$ cat src/rtl/dma_pacer_pkg.sv
package dma_pacer_pkg;

  typedef enum logic [2:0] {
    SEL_CNT_LO = 3'd0,
    SEL_CNT_HI = 3'd1,
    SEL_CTRL   = 3'd2,
    SEL_MULT   = 3'd3,
    SEL_ADDR   = 3'd4
  } reg_sel_e;

  localparam int CTRL_EN_BIT = 0;

endpackage

$ cat src/rtl/dma_buf_ram.sv
module dma_buf_ram #(
  parameter int ADDR_W = 6,
  parameter int DATA_W = 8
) (
  input  logic              clk,
  input  logic              we,
  input  logic [ADDR_W-1:0] waddr,
  input  logic [DATA_W-1:0] wdata,
  input  logic [ADDR_W-1:0] raddr,
  output logic [DATA_W-1:0] rdata
);

  localparam int DEPTH = 1 << ADDR_W;

  logic [DATA_W-1:0] mem [DEPTH];

  always_ff @(posedge clk) begin
    if (we) begin
      mem[waddr] <= wdata;
    end
    rdata <= mem[raddr];
  end

endmodule

$ cat src/rtl/dma_pace_timer.sv
// Tracks the signed distance to the next byte deadline.
// Zero or negative means the deadline has been reached.
module dma_pace_timer #(
  parameter int PERIOD_W = 11,
  parameter int LEAD_W   = PERIOD_W + 2
) (
  input  logic                clk,
  input  logic                rst_n,
  input  logic                start,
  input  logic                run,
  input  logic                accept,
  input  logic [PERIOD_W-1:0] period,
  output logic                due
);

  localparam logic signed [LEAD_W-1:0] LEAD_MIN = {1'b1, {(LEAD_W-1){1'b0}}};
  localparam logic signed [LEAD_W-1:0] LEAD_ONE = LEAD_W'(1);
  localparam int PAD_W = LEAD_W - PERIOD_W;

  logic signed [LEAD_W-1:0] lead_q;
  logic signed [LEAD_W-1:0] lead_d;
  logic signed [LEAD_W-1:0] period_s;
  logic                     lead_en;

  assign period_s = $signed({{PAD_W{1'b0}}, period});
  assign lead_en  = start | run;

  always_comb begin
    lead_d = lead_q;
    if (start) begin
      lead_d = '0;
    end else if (accept) begin
      // next deadline = previous deadline + period
      lead_d = lead_q - LEAD_ONE + period_s;
    end else if (lead_q != LEAD_MIN) begin
      lead_d = lead_q - LEAD_ONE;
    end
  end

  always_ff @(posedge clk or negedge rst_n) begin
    if (!rst_n) begin
      lead_q <= '0;
    end else if (lead_en) begin
      lead_q <= lead_d;
    end
  end

  assign due = lead_q[LEAD_W-1] | (lead_q == '0);

endmodule

$ cat src/rtl/dma_xfer_count.sv
// Split byte down-counter: low byte borrows into high byte.
module dma_xfer_count (
  input  logic       clk,
  input  logic       rst_n,
  input  logic       wr_lo,
  input  logic       wr_hi,
  input  logic [7:0] wr_data,
  input  logic       step,
  output logic       at_zero
);

  logic [7:0] lo_q, lo_d;
  logic [7:0] hi_q, hi_d;
  logic       lo_en, hi_en;
  logic       borrow;

  assign borrow = step & (lo_q == 8'h00);

  always_comb begin
    lo_d = lo_q;
    hi_d = hi_q;
    if (step) begin
      lo_d = lo_q - 8'd1;
    end
    if (borrow) begin
      hi_d = hi_q - 8'd1;
    end
    if (wr_lo) begin
      lo_d = wr_data;
    end
    if (wr_hi) begin
      hi_d = wr_data;
    end
  end

  assign lo_en = step | wr_lo;
  assign hi_en = borrow | wr_hi;

  always_ff @(posedge clk or negedge rst_n) begin
    if (!rst_n) begin
      lo_q <= '0;
    end else if (lo_en) begin
      lo_q <= lo_d;
    end
  end

  always_ff @(posedge clk or negedge rst_n) begin
    if (!rst_n) begin
      hi_q <= '0;
    end else if (hi_en) begin
      hi_q <= hi_d;
    end
  end

  assign at_zero = (lo_q == 8'h00) & (hi_q == 8'h00);

endmodule

$ cat src/rtl/dma_addr_ptr.sv
// Buffer read pointer; exposes next value so the RAM output tracks it.
module dma_addr_ptr #(
  parameter int ADDR_W = 6
) (
  input  logic              clk,
  input  logic              rst_n,
  input  logic              wr,
  input  logic [ADDR_W-1:0] wr_val,
  input  logic              step,
  output logic [ADDR_W-1:0] ptr_next
);

  logic [ADDR_W-1:0] ptr_q;
  logic              ptr_en;

  always_comb begin
    ptr_next = ptr_q;
    if (wr) begin
      ptr_next = wr_val;
    end else if (step) begin
      ptr_next = ptr_q + ADDR_W'(1);   // wraps at buffer depth
    end
  end

  assign ptr_en = wr | step;

  always_ff @(posedge clk or negedge rst_n) begin
    if (!rst_n) begin
      ptr_q <= '0;
    end else if (ptr_en) begin
      ptr_q <= ptr_next;
    end
  end

endmodule

$ cat src/rtl/dma_byte_pacer.sv
module dma_byte_pacer
  import dma_pacer_pkg::*;
#(
  parameter int ADDR_W   = 6,
  parameter int STEP     = 4,
  parameter int MULT_W   = 8,
  parameter int MULT_RST = 6
) (
  input  logic              clk,
  input  logic              rst_n,
  input  logic              wr_en,
  input  logic [2:0]        wr_sel,
  input  logic [7:0]        wr_data,
  input  logic              trig,
  input  logic              fill_we,
  input  logic [ADDR_W-1:0] fill_addr,
  input  logic [7:0]        fill_data,
  output logic [7:0]        out_data,
  output logic              out_valid,
  input  logic              out_ready,
  output logic              data_busy_n,
  output logic              xfer_done
);

  localparam int PERIOD_W = MULT_W + $clog2(STEP + 1);
  localparam int LEAD_W   = PERIOD_W + 2;
  localparam logic [PERIOD_W-1:0] STEP_V = PERIOD_W'(STEP);

  // reset: asserted asynchronously, released on a clock edge
  logic rst_meta_q, rst_sync_n;

  always_ff @(posedge clk or negedge rst_n) begin
    if (!rst_n) begin
      rst_meta_q <= 1'b0;
      rst_sync_n <= 1'b0;
    end else begin
      rst_meta_q <= 1'b1;
      rst_sync_n <= rst_meta_q;
    end
  end

  // register write decode
  logic wr_lo, wr_hi, wr_ctrl, wr_mult, wr_addr;

  assign wr_lo   = wr_en & (wr_sel == SEL_CNT_LO);
  assign wr_hi   = wr_en & (wr_sel == SEL_CNT_HI);
  assign wr_ctrl = wr_en & (wr_sel == SEL_CTRL);
  assign wr_mult = wr_en & (wr_sel == SEL_MULT);
  assign wr_addr = wr_en & (wr_sel == SEL_ADDR);

  // control and pacing multiple registers
  logic              en_q;
  logic [MULT_W-1:0] mult_q;

  always_ff @(posedge clk or negedge rst_sync_n) begin
    if (!rst_sync_n) begin
      en_q <= 1'b0;
    end else if (wr_ctrl) begin
      en_q <= wr_data[CTRL_EN_BIT];
    end
  end

  always_ff @(posedge clk or negedge rst_sync_n) begin
    if (!rst_sync_n) begin
      mult_q <= MULT_W'(MULT_RST);
    end else if (wr_mult) begin
      mult_q <= wr_data[MULT_W-1:0];
    end
  end

  logic [PERIOD_W-1:0] period;
  assign period = PERIOD_W'(mult_q) * STEP_V;

  // transfer state
  logic active_q, active_d;
  logic done_q, done_d;
  logic start, run, accept, finish, due, at_zero;
  logic [ADDR_W-1:0] rd_addr;

  assign start  = trig & en_q;
  assign run    = active_q & en_q;
  assign accept = out_valid & out_ready;
  assign finish = accept & at_zero;

  always_comb begin
    active_d = active_q;
    if (start) begin
      active_d = 1'b1;
    end else if (finish || !en_q) begin
      active_d = 1'b0;
    end
    done_d = finish & ~start;
  end

  always_ff @(posedge clk or negedge rst_sync_n) begin
    if (!rst_sync_n) begin
      active_q <= 1'b0;
      done_q   <= 1'b0;
    end else begin
      active_q <= active_d;
      done_q   <= done_d;
    end
  end

  dma_pace_timer #(
    .PERIOD_W (PERIOD_W),
    .LEAD_W   (LEAD_W)
  ) u_timer (
    .clk    (clk),
    .rst_n  (rst_sync_n),
    .start  (start),
    .run    (run),
    .accept (accept),
    .period (period),
    .due    (due)
  );

  dma_xfer_count u_count (
    .clk     (clk),
    .rst_n   (rst_sync_n),
    .wr_lo   (wr_lo),
    .wr_hi   (wr_hi),
    .wr_data (wr_data),
    .step    (accept),
    .at_zero (at_zero)
  );

  dma_addr_ptr #(
    .ADDR_W (ADDR_W)
  ) u_ptr (
    .clk      (clk),
    .rst_n    (rst_sync_n),
    .wr       (wr_addr),
    .wr_val   (wr_data[ADDR_W-1:0]),
    .step     (accept),
    .ptr_next (rd_addr)
  );

  dma_buf_ram #(
    .ADDR_W (ADDR_W),
    .DATA_W (8)
  ) u_ram (
    .clk   (clk),
    .we    (fill_we),
    .waddr (fill_addr),
    .wdata (fill_data),
    .raddr (rd_addr),
    .rdata (out_data)
  );

  assign out_valid   = run & due;
  assign data_busy_n = ~run;
  assign xfer_done   = done_q;

endmodule

$ cat config.mk
export PLATFORM = sky130hd
export DESIGN_NAME = dma_byte_pacer
export DESIGN_NICKNAME = d
export VERILOG_FILES = /design/src/rtl/dma_pacer_pkg.sv /design/src/rtl/dma_buf_ram.sv /design/src/rtl/dma_pace_timer.sv /design/src/rtl/dma_xfer_count.sv /design/src/rtl/dma_addr_ptr.sv /design/src/rtl/dma_byte_pacer.sv
export SDC_FILE = /design/constraint.sdc
export NUM_CORES = 1
export LEC_CHECK = 0
export BUFFER_PORTS_ARGS = -buffer_cell sky130_fd_sc_hd__buf_2
export CAP_MARGIN = 0
export CORE_UTILIZATION = 55
export DETAILED_ROUTE_END_ITERATION = 6
export PLACE_DENSITY = 0.71
export SLEW_MARGIN = 20
export SYNTH_ARGS = -nofsm -noshare
export SYNTH_HDL_FRONTEND = slang
export SYNTH_SLANG_ARGS = --single-unit
export TNS_END_PERCENT = 5
$ cat constraint.sdc
create_clock -name clk -period 2.05 [get_ports clk]
set_input_delay 0.205 -clock clk [delete_from_list [all_inputs] [get_ports clk]]
set_output_delay 0.205 -clock clk [all_outputs]
set_load 0.01 [all_outputs]
==> run metrics <==
status=finished with violations; failing checks=setup timing; total grt overflow=0; antenna-violating nets left=0; global-route wire length before repair=around 95,000 um; pwr dens=1290 nW/um2; Nets=roughly 2.1k; DIE AREA=~44,000 um2; worst reg2reg path depth=12; type of origin of the critical path=flop; maxcap violations=0; 1st-iter DRT viols=2,211; Reg2Reg Setup Slack=-1.36 ns; crit path to=u_ram.rdata[7]; GP Congestion=between 0.9 and 1; CP Capture Type=flop; vias per std cell=6.19; maximum vdd ir drop=between 0.9 and 1 mV; post-synth cell types=79; Clock Skew=between 0.02 and 0.025 ns; crit path setup slack, layout=-1.36 ns; Fillers=~2.8k; die height=210 um; syn_nets=around 1.8k; core area=approximately 42,000 um2; met1 usage in global routing=between 30% and 40%; Rel. slew slack=a little under half; M3 GR Usage=4.83%; die span in x=210 um; Arr. time, crit path=around 4 ns; Worst Setup SP=u_timer.lead_q[9]; Final Cycle Share=166%; Rows=between 70 and 80; GRT Util Overall=approximately 29%; kind of critical path=flop to flop; IO buf count=just over 40; share of cells above drive strength 1=between 20% and 30%; CTS tree=yes; Seq/Total Area, Yosys=between 70% and 80%; drt first pass iters=5; number of CTS-inserted buffers=57; antenna violations before repair=2; drc violations=0; post-synth top area cell=edfxtp_1; area delta synth->final=23.9%; Hold Path Class=primary input to flop; WHS Path Cells=1; M2 GR Usage=a little under half; Leak=10.9 nW; Initial Util=56.3%; fin cells=between 2k and 3k; Avg Cell Area, Syn=approximately 13 um2; largest net degree at the start of global routing=65; async set or reset register ratio after synthesis=under 10%; Worst Hold Slack=roughly 0.094 ns; latest clock arrival within the worst-skew pair=~0.62 ns; unrepaired setup endpoints after global routing=yes; Final Max Tran Viols=0; IO Count=42; top post-synthesis cells by area=edfxtp_1, dfrtp_1, nand2_1, mux2i_1, a211oi_1; fmax=0.293 GHz; reg2reg end=u_ram.rdata[7]; HPWL Detailed=around 39,000 um; #FFs+latches synth=~570; crit-path max FO=26; Finish-stage setup viols=45; clock sink count=roughly 570; DR WL/cell=24.0 um; Worst Max-Slew Pin Slew=0.818 ns; Synth warnings=0; Post-synth EDFFs=512; Critical Path RT=around 2.6 ns; final hold violation count=0; Synth top area share=between 60 and 70%; Vias=about 17k; Mapped Area=23,900 um2; Worst R2R Start=u_timer.lead_q[9]; vias in the first global route=approximately 16k; most crowded layer after global routing=met2; Reg clk slew, reported paths=about 0.07 ns; H-tree Lvls=2; Main synth FF type=edfxtp_1; final wirelength=around 65,000 um; post-route minimum period=3.41 ns; clock buffer depth=3; CTS Root Cell=clkbuf_16; dpl ws=-1.49 ns; Post-Syn Instances=around 1.8k; dpl cells=between 2k and 3k
[cell type report]
cell class	instances	area, um2	area share [%]
clock inverter	33	333	1.13
timing repair buffer	348	3050	10.3
clock buffer	65	1470	4.96
inverter	26	128	0.431
sequential	568	16700	56.6
tap	577	722	2.44
multi-input combinational	1069	7120	24.1
antenna	1	2.50	0.00846
timing repair inverter	1	8.76	0.0296
[Yosys cell counts, types with 5 or more instances]
master and instances:
nand4_1 26, buf_2 42, and3_1 52, dfxtp_1 8, nor3_1 40, o21bai_1 12, xnor2_1 16, and4b_1 6
nor2b_1 8, nand2_1 262, dfrtp_1 46, nand3_1 63, a21oi_1 65, inv_1 24, a31oi_1 18, buf_6 6
clkbuf_1 43, buf_1 7, o221ai_1 13, ha_1 12, a211oi_1 64, o21ai_0 61, a32o_1 7, nor4_1 9
mux2i_1 69, or3_1 6, o211ai_1 6, xor2_1 13, nor2_1 101, a221oi_1 25, buf_4 6, edfxtp_1 512
mux2_2 17, o2bb2ai_1 6, o31ai_1 9, a2bb2oi_1 6, a22o_1 5, a21boi_0 5
[stage by stage]
stage | utilization [%] | setup TNS [ns] | area, um2 | total power (W)
floorplan | - | -19.98 | 23900 | 0.0208
global placement | 62.7 | -26.45 | 26600 | 0.0255
detailed placement | 62.7 | -27.65 | 26600 | 0.0258
CTS | 68.3 | -26.15 | 29000 | 0.0368
global route | 69.7 | -31.81 | 29600 | 0.0398
finish | 69.7 | -25.52 | 29600 | 0.0383
[sequential cells by signal, indices dropped and copies added, names as in the netlist, 6 cells and up]
| signal | cells |
|---|---|
| u_count.hi_q | 8 |
| u_ram.mem | 512 |
| u_timer.lead_q | 13 |
| u_ptr.ptr_q | 6 |
| u_count.lo_q | 8 |
| mult_q | 8 |
| u_ram.rdata | 8 |
[cells by family (layout without fill, tap and decap cells)]
kind of cell	after synthesis	in the layout	synth area share [%]
mux	86	86	3.69
flops	568	568	70.1
fa+ha+maj	13	13	0.713
xor+xnor	29	29	1.06
buf+inv	132	473	2.69
other cells	1	2	0.0157
simple gates	604	604	11.9
compound gates	336	336	9.83
[critical path, cell delays in order (launching register included)]
cell and delay [ns]:
dfrtp_1 0.41, nor4_4 0.39, a41oi_4 0.24, or3_4 0.39
and2_4 0.23, buf_4 0.16, clkbuf_16 0.21, buf_16 0.20
a21oi_2 0.11, a22o_1 0.15, o22ai_1 0.08, a211o_1 0.31
or4_1 0.39
[worst min path at each step]
stage	from	end
after floorplan	rst_n	rst_meta_q
after CTS	wr_sel[0]	en_q
after global placement	rst_n	rst_meta_q
final	fill_data[7]	u_ram.mem[24][7]
after global routing	fill_data[7]	u_ram.mem[31][7]
after detailed placement	rst_n	rst_meta_q
[cell usage in the layout (no fill, tap or decap), types with 18 or more instances in the layout]
cell type	instances
a211oi_1	50
edfxtp_1	512
clkbuf_16	61
mux2i_1	59
nand4_1	26
inv_1	20
nor2_1	95
nor3_1	33
dfrtp_1	45
buf_4	247
buf_6	18
o21ai_1	21
nand2_1	255
o21ai_0	38
nand3_1	63
a21oi_1	53
buf_2	40
and3_1	51
[where the power goes]
part / internal, W / total, W / leakage, nW / switching [W]
logic: 0.00652 / 0.0146 / 4.78 / 0.00813
clock network: 0.00576 / 0.0102 / 0.865 / 0.00441
registers: 0.0131 / 0.0135 / 5.27 / 0.000373
[timing repair]
action                                 in CTS  in global routing
pin swaps                                  18                 26
hold buffers                               12                  0
gates cloned                                3                  5
setup buffers                               2                  6
setup endpoints to repair                  43                 46
resized for setup                          83                108
endpoints found under the hold margin      31                  0
[layer usage]
layer	vias to the layer above	routed length, um
met2	952	30500
li1	7352	-
met3	173	5960
met1	8165	25800
met5	-	8
met4	2	2340
No activity file was read; power rests on OpenSTA's default activity.
